<file path="src/rtl/scan_timing_pkg.sv">
package scan_timing_pkg;
    localparam int unsigned HW = 11;
    localparam int unsigned VW = 9;
    localparam int unsigned RW = 2;

    typedef struct packed {
        logic [RW-1:0] rep_m1;
        logic [VW-1:0] vfp;
        logic [VW-1:0] vsw;
        logic [VW-1:0] vbp;
        logic [HW-1:0] hfp;
        logic [HW-1:0] hsw;
        logic [HW-1:0] hbp;
        logic          hs_pol;
        logic          vs_pol;
    } tcfg_t;

    typedef struct packed {
        logic          hs;
        logic          vs;
        logic          de;
        logic          pillar;
        logic          vbl;
        logic [VW-1:0] line;
        logic [HW-1:0] pix;
    } tout_t;

    typedef struct packed {
        logic [HW-1:0] h;
        logic [RW-1:0] rep;
        logic [VW-1:0] v;
        logic          hlast;
        logic          vlast;
        tcfg_t         cfg;
        tout_t         o;
    } tstate_t;
endpackage

</file>
<file path="src/rtl/scan_h_decode.sv">
module scan_h_decode
    import scan_timing_pkg::*;
#(
    parameter int unsigned PILLAR_W   = 80,
    parameter int unsigned PIC_NATIVE = 320
) (
    input  logic [HW-1:0] hpos,
    input  logic [HW-1:0] hfp,
    input  logic [HW-1:0] hsw,
    input  logic [HW-1:0] hbp,
    output logic          sync_on,
    output logic          act,
    output logic          pillar,
    output logic          last,
    output logic [HW-1:0] pix
);
    localparam logic [HW-1:0] PILL = HW'(PILLAR_W);
    localparam logic [HW-1:0] PIC  = HW'(2 * PIC_NATIVE);

    logic [HW-1:0] sync_end, act_beg, pic_beg, pic_end, tot_m1, off;
    logic          in_pic;

    always_comb begin
        sync_end = hfp + hsw;
        act_beg  = sync_end + hbp;
        pic_beg  = act_beg + PILL;
        pic_end  = pic_beg + PIC;
        tot_m1   = pic_end + PILL - HW'(1);
        off      = hpos - pic_beg;
        sync_on  = (hpos >= hfp) && (hpos < sync_end);
        act      = hpos >= act_beg;
        in_pic   = (hpos >= pic_beg) && (hpos < pic_end);
        pillar   = act && !in_pic;
        last     = hpos == tot_m1;
        pix      = in_pic ? {1'b0, off[HW-1:1]} : '0;
    end
endmodule

</file>
<file path="src/rtl/scan_v_decode.sv">
module scan_v_decode
    import scan_timing_pkg::*;
#(
    parameter int unsigned V_ACTIVE = 216
) (
    input  logic [VW-1:0] vpos,
    input  logic [VW-1:0] vfp,
    input  logic [VW-1:0] vsw,
    input  logic [VW-1:0] vbp,
    output logic          sync_on,
    output logic          act,
    output logic          first_blank,
    output logic          last
);
    localparam logic [VW-1:0] VA = VW'(V_ACTIVE);

    logic [VW-1:0] sync_beg, sync_end, tot_m1;

    always_comb begin
        sync_beg    = VA + vfp;
        sync_end    = sync_beg + vsw;
        tot_m1      = sync_end + vbp - VW'(1);
        act         = vpos < VA;
        first_blank = vpos == VA;
        sync_on     = (vpos >= sync_beg) && (vpos < sync_end);
        last        = vpos == tot_m1;
    end
endmodule

</file>
<file path="src/rtl/scan_timing_gen.sv">
module scan_timing_gen
    import scan_timing_pkg::*;
#(
    parameter int unsigned PILLAR_W   = 80,
    parameter int unsigned PIC_NATIVE = 320,
    parameter int unsigned V_ACTIVE   = 216
) (
    input  logic          clk,
    input  logic          rst_n,
    input  logic          pix_en,
    input  logic [RW-1:0] cfg_rep_m1,
    input  logic [VW-1:0] cfg_vfp,
    input  logic [VW-1:0] cfg_vsw,
    input  logic [VW-1:0] cfg_vbp,
    input  logic [HW-1:0] cfg_hfp,
    input  logic [HW-1:0] cfg_hsw,
    input  logic [HW-1:0] cfg_hbp,
    input  logic          cfg_hs_pol,
    input  logic          cfg_vs_pol,
    output logic          hsync,
    output logic          vsync,
    output logic          de,
    output logic          pillar,
    output logic          vblank_evt,
    output logic [VW-1:0] line_no,
    output logic [HW-1:0] pix_no
);
    tstate_t       s_d, s_q;
    tcfg_t         cfg_in, c_n;
    logic [HW-1:0] h_n;
    logic [RW-1:0] r_n;
    logic [VW-1:0] v_n;

    logic          h_sync_on, h_act, h_pillar, h_last;
    logic [HW-1:0] h_pix;
    logic          v_sync_on, v_act, v_first_blank, v_last;

    always_comb begin
        cfg_in.rep_m1 = cfg_rep_m1;
        cfg_in.vfp    = cfg_vfp;
        cfg_in.vsw    = cfg_vsw;
        cfg_in.vbp    = cfg_vbp;
        cfg_in.hfp    = cfg_hfp;
        cfg_in.hsw    = cfg_hsw;
        cfg_in.hbp    = cfg_hbp;
        cfg_in.hs_pol = cfg_hs_pol;
        cfg_in.vs_pol = cfg_vs_pol;
    end

    // Next position: line, repeat and frame counters cascade on wrap.
    always_comb begin
        h_n = s_q.h;
        r_n = s_q.rep;
        v_n = s_q.v;
        c_n = s_q.cfg;
        if (!rst_n) begin
            h_n = '0;
            r_n = '0;
            v_n = '0;
            c_n = cfg_in;
        end else if (pix_en) begin
            if (s_q.hlast) begin
                h_n = '0;
                if (s_q.rep == s_q.cfg.rep_m1) begin
                    r_n = '0;
                    if (s_q.vlast) begin
                        v_n = '0;
                        c_n = cfg_in;
                    end else begin
                        v_n = s_q.v + 1'b1;
                    end
                end else begin
                    r_n = s_q.rep + 1'b1;
                end
            end else begin
                h_n = s_q.h + 1'b1;
            end
        end
    end

    scan_h_decode #(
        .PILLAR_W  (PILLAR_W),
        .PIC_NATIVE(PIC_NATIVE)
    ) i_hdec (
        .hpos   (h_n),
        .hfp    (c_n.hfp),
        .hsw    (c_n.hsw),
        .hbp    (c_n.hbp),
        .sync_on(h_sync_on),
        .act    (h_act),
        .pillar (h_pillar),
        .last   (h_last),
        .pix    (h_pix)
    );

    scan_v_decode #(
        .V_ACTIVE(V_ACTIVE)
    ) i_vdec (
        .vpos       (v_n),
        .vfp        (c_n.vfp),
        .vsw        (c_n.vsw),
        .vbp        (c_n.vbp),
        .sync_on    (v_sync_on),
        .act        (v_act),
        .first_blank(v_first_blank),
        .last       (v_last)
    );

    // Outputs decoded from the next position so they align with it.
    always_comb begin
        s_d          = s_q;
        s_d.h        = h_n;
        s_d.rep      = r_n;
        s_d.v        = v_n;
        s_d.cfg      = c_n;
        s_d.hlast    = h_last;
        s_d.vlast    = v_last;
        s_d.o.hs     = c_n.hs_pol ? h_sync_on : !h_sync_on;
        s_d.o.vs     = c_n.vs_pol ? v_sync_on : !v_sync_on;
        s_d.o.de     = h_act && v_act;
        s_d.o.pillar = h_pillar && v_act;
        s_d.o.pix    = v_act ? h_pix : '0;
        s_d.o.line   = v_n;
        s_d.o.vbl    = rst_n && pix_en && v_first_blank && (h_n == '0) && (r_n == '0);
    end

    always_ff @(posedge clk) begin
        s_q <= s_d;
    end

    assign hsync      = s_q.o.hs;
    assign vsync      = s_q.o.vs;
    assign de         = s_q.o.de;
    assign pillar     = s_q.o.pillar;
    assign vblank_evt = s_q.o.vbl;
    assign line_no    = s_q.o.line;
    assign pix_no     = s_q.o.pix;
endmodule

</file>
<file path="config.mk">
export PLATFORM = sky130hd
export DESIGN_NAME = scan_timing_gen
export DESIGN_NICKNAME = d
export VERILOG_FILES = /design/src/rtl/scan_timing_pkg.sv /design/src/rtl/scan_h_decode.sv /design/src/rtl/scan_v_decode.sv /design/src/rtl/scan_timing_gen.sv
export SDC_FILE = /design/constraint.sdc
export NUM_CORES = 1
export LEC_CHECK = 0
export BUFFER_PORTS_ARGS = -buffer_cell sky130_fd_sc_hd__buf_2
export CORE_AREA = 2 2 117 204
export CTS_CLUSTER_SIZE = 40
export DETAILED_ROUTE_END_ITERATION = 16
export DIE_AREA = 0 0 119 206
export GPL_TIMING_DRIVEN = 1
export SLEW_MARGIN = 20
export SYNTH_ARGS = -nofsm -noshare
export SYNTH_HDL_FRONTEND = slang
export SYNTH_SLANG_ARGS = --single-unit
</file>
<file path="constraint.sdc">
create_clock -name clk -period 10 [get_ports clk]
set_clock_uncertainty 0.15 [all_clocks]
set_input_delay 2 -clock clk [delete_from_list [all_inputs] [get_ports clk]]
set_output_delay 2 -clock clk [all_outputs]
set_load 0.01 [all_outputs]
</file>
==> results.md <==
* Status: finished, final reports clean
* First-pass DRT Iterations at 4
* CP Max Fanout at 16
* Min-Delay Startpoint: s_q[64]
* Buffers added on ports at 90
* Initial antenna violation count at 0
* Critical Path RT at 10.13 ns
* Hold Path End: s_q[64]
* Layout cells sized above 1 at 21.4%
* Netlist Area Pre-Place at 0.00789 mm²
* Overflow after GRT at 0
* Max-cap violations at 0
* Crit end category: register
* Number of flops mapped to enable cells by yosys at 2
* Fraction of registers with async set/reset at 0%
* Post-route setup slack at 1.30 ns
* Site Rows at 74
* Final min period at 8.70 ns
* Worst-Skew Late Latency at 0.36 ns
* Period utilisation layout at 87.0%
* Netlist cell types at 75
* Pwr/cell area at 280 mW/mm²
* DRC errors left at 0
* Pin count of the biggest net entering global routing at 46
* Leak at 4.23 nW
* HP Class: register to register
* Final nets at 1104
* Post-CTS Resized at 0
* Global-route usage over all layers at 15.4%
* Full die area at 0.0245 mm²
* Worst reg2reg endpoint: pix_no[4]
* Die Height at 206 µm
* Slowest cell on the critical path: o41ai_4
* Commonest non-fill, non-tap cells in the layout: 111 x ha_1, 101 x dfxtp_1, 93 x inv_1
* Hold-fix buffers, CTS at 0
* Hpwl dp at 15.5 mm
* H-tree levels at 3
* Synth Area per Inst at 9.33 µm²
* Total Neg Setup Slack at 0 ns
* RSZ-0062 raised after global routing: false
* Cell mode on critical path: ha_1
* Critical Setup Path Class: primary input to register
* Post-synthesis instance total at 846
* Seq cells post-synth at 103
* CTS tree: built
* Final instance area at 0.00891 mm²
* Data arrival, critical path at 8.83 ns
* Final hold vios at 0
* Final core occ at 38.6%
* Vias in the first global route at 6138
* Post-CTS Setup Repair Bufs at 0
* Initial Util at 34.2%
* Dominant synthesized flop cell: dfxtp_1
* Worst path max stage delay at 0.59 ns
* Yosys warning count at 0
* Wirelength per Cell at 15.1 µm
* Worst setup SP type: primary input
* Tot Pwr at 0.00250 W
* Max-slew violations at 0
* Core area at 0.0231 mm²
* R2R setup slack at 2.60 ns
* # setup viols final at 0
* Die X at 119 µm
* # diodes at 0
* Rel. slew slack at 46.3%
* Via count at 6028
* Seq/Total Area, Yosys at 26.4%
* Vias per cell at 4.90
* Antenna-violating nets left at 0
* Max Clk Rate at 115 MHz
* Net Count, Synth at 1029
* Area Growth Syn to Fin at 12.9%
* Worst R2R Start: s_q[88]
* Detailed-route wire length at 18.5 mm
* Initial DRC Count at 210
* First-pass GRT wire length at 29.4 mm
* Clock Tree Root: clkbuf_16
* Worst R2R Path Depth at 27
* Post-DP Area at 0.00858 mm²
* Commonest non-fill, non-tap cell in the layout: ha_1
* Top-Level Pins at 92
* TritonCTS buffer count at 9
* Slew @ Worst Pin at 0.802 ns
* IR drop worst, VDD at 0.0989 mV
* Clk buf depth at 2
* RD Place Congestion at 0.875
* Clk pin slew, worst setup/hold paths at 0.08 ns
* Clock Sinks at 103
* Setup WS pre-CTS at 0.889 ns
* Hold Crit Depth at 1
-- synth_stat cells (3+ instances only) --
library cell	number	area, µm²
ha_1	111	1390
dfxtp_1	101	2020
inv_1	93	349
mux2_2	60	676
xnor2_1	55	482
a21oi_1	46	230
nor2_1	34	128
nand2_1	31	116
o21ai_0	26	130
xor2_1	25	219
buf_4	20	150
o21a_1	18	135
nand3_1	17	85.1
a21o_1	14	105
and2_1	14	87.6
o21bai_1	13	97.6
nand2b_1	11	68.8
nand4_1	11	68.8
nor3_1	11	55.1
nor2b_1	9	56.3
clkbuf_1	8	30.0
mux2i_1	8	80.1
nor4_1	8	50.1
o21ai_1	7	35.0
a21boi_0	5	37.5
buf_2	5	25.0
fa_1	5	100
and3_1	4	25.0
and4_1	4	35.0
xnor2_2	4	65.1
a211oi_1	3	22.5
o311ai_1	3	26.3
o31ai_1	3	22.5
o41ai_1	3	26.3
xor2_2	3	48.8
-- final cells by class --
class	instances	area, µm²
clock buffers	10	229
flip-flops and latches	103	2080
clock inverters	6	105
fillers	2354	14100
multi-input cells	611	5230
repair buffers	100	526
well taps	304	380
inverters	96	360
-- worst max path at each step --
stage / from / to / depth (start not counted)
after floorplan: pix_en / pix_no[4] / 31
after global placement: pix_en / pix_no[4] / 28
after detailed placement: pix_en / pix_no[4] / 28
after CTS: pix_en / pix_no[4] / 28
after global routing: pix_en / pix_no[4] / 28
final: pix_en / pix_no[4] / 28
-- state kept, by name (all words and copies together), names as in the netlist --
| name | count |
|---|---|
| vsync | 1 |
| s_q | 79 |
| de | 1 |
| pillar | 1 |
| line_no | 9 |
| pix_no | 10 |
| hsync | 1 |
| vblank_evt | 1 |
-- kinds of logic after synthesis --
| family | after synthesis | share of synthesized area (%) |
|---|---|---|
| buffers and inverters | 132 | 7.40 |
| AND/OR/NAND/NOR | 169 | 11.5 |
| AO/OA/AOI/OAI | 164 | 14.4 |
| XOR/XNOR | 91 | 11.5 |
| adder cells (fa/ha/maj) | 116 | 18.9 |
| multiplexers | 70 | 9.89 |
| other | 1 | 0.0475 |
| flip-flops | 103 | 26.4 |
-- metrics by stage --
stage | hold WS, ns | std cells
after floorplan | 0.301 | 846
after global placement | 0.307 | 1214
after detailed placement | 0.314 | 1214
after CTS | 0.332 | 1230
after global routing | 0.343 | 1230
final | 0.328 | 1230
-- metal layers --
metal | part of all wire, % | GRT usage [%] | vias to the layer above
met5 | 0 | 0 | -
met4 | 3.0 | 7.40 | 0
met3 | 3.3 | 2.04 | 34
met2 | 58 | 32.1 | 105
met1 | 35 | 14.2 | 2816
li1 | - | - | 3073
-- power breakdown --
group	internal, W	switching (W)
combinational	0.000747	0.000901
sequential	0.000441	0.00000848
clock	0.000225	0.000174
total	0.00141	0.00108
-- critical path, delay by kind of cell --
| kind | cells | cell delay [ns] |
|---|---|---|
| and+or+nand+nor | 5 | 1.14 |
| buffers and inverters | 4 | 0.80 |
| xor gates and xnor gates | 3 | 0.73 |
| adders and majority gates | 4 | 1.18 |
| muxes | 1 | 0.39 |
| AOI/OAI and AO/OA | 11 | 2.55 |
(Power assumes the default switching activity.)
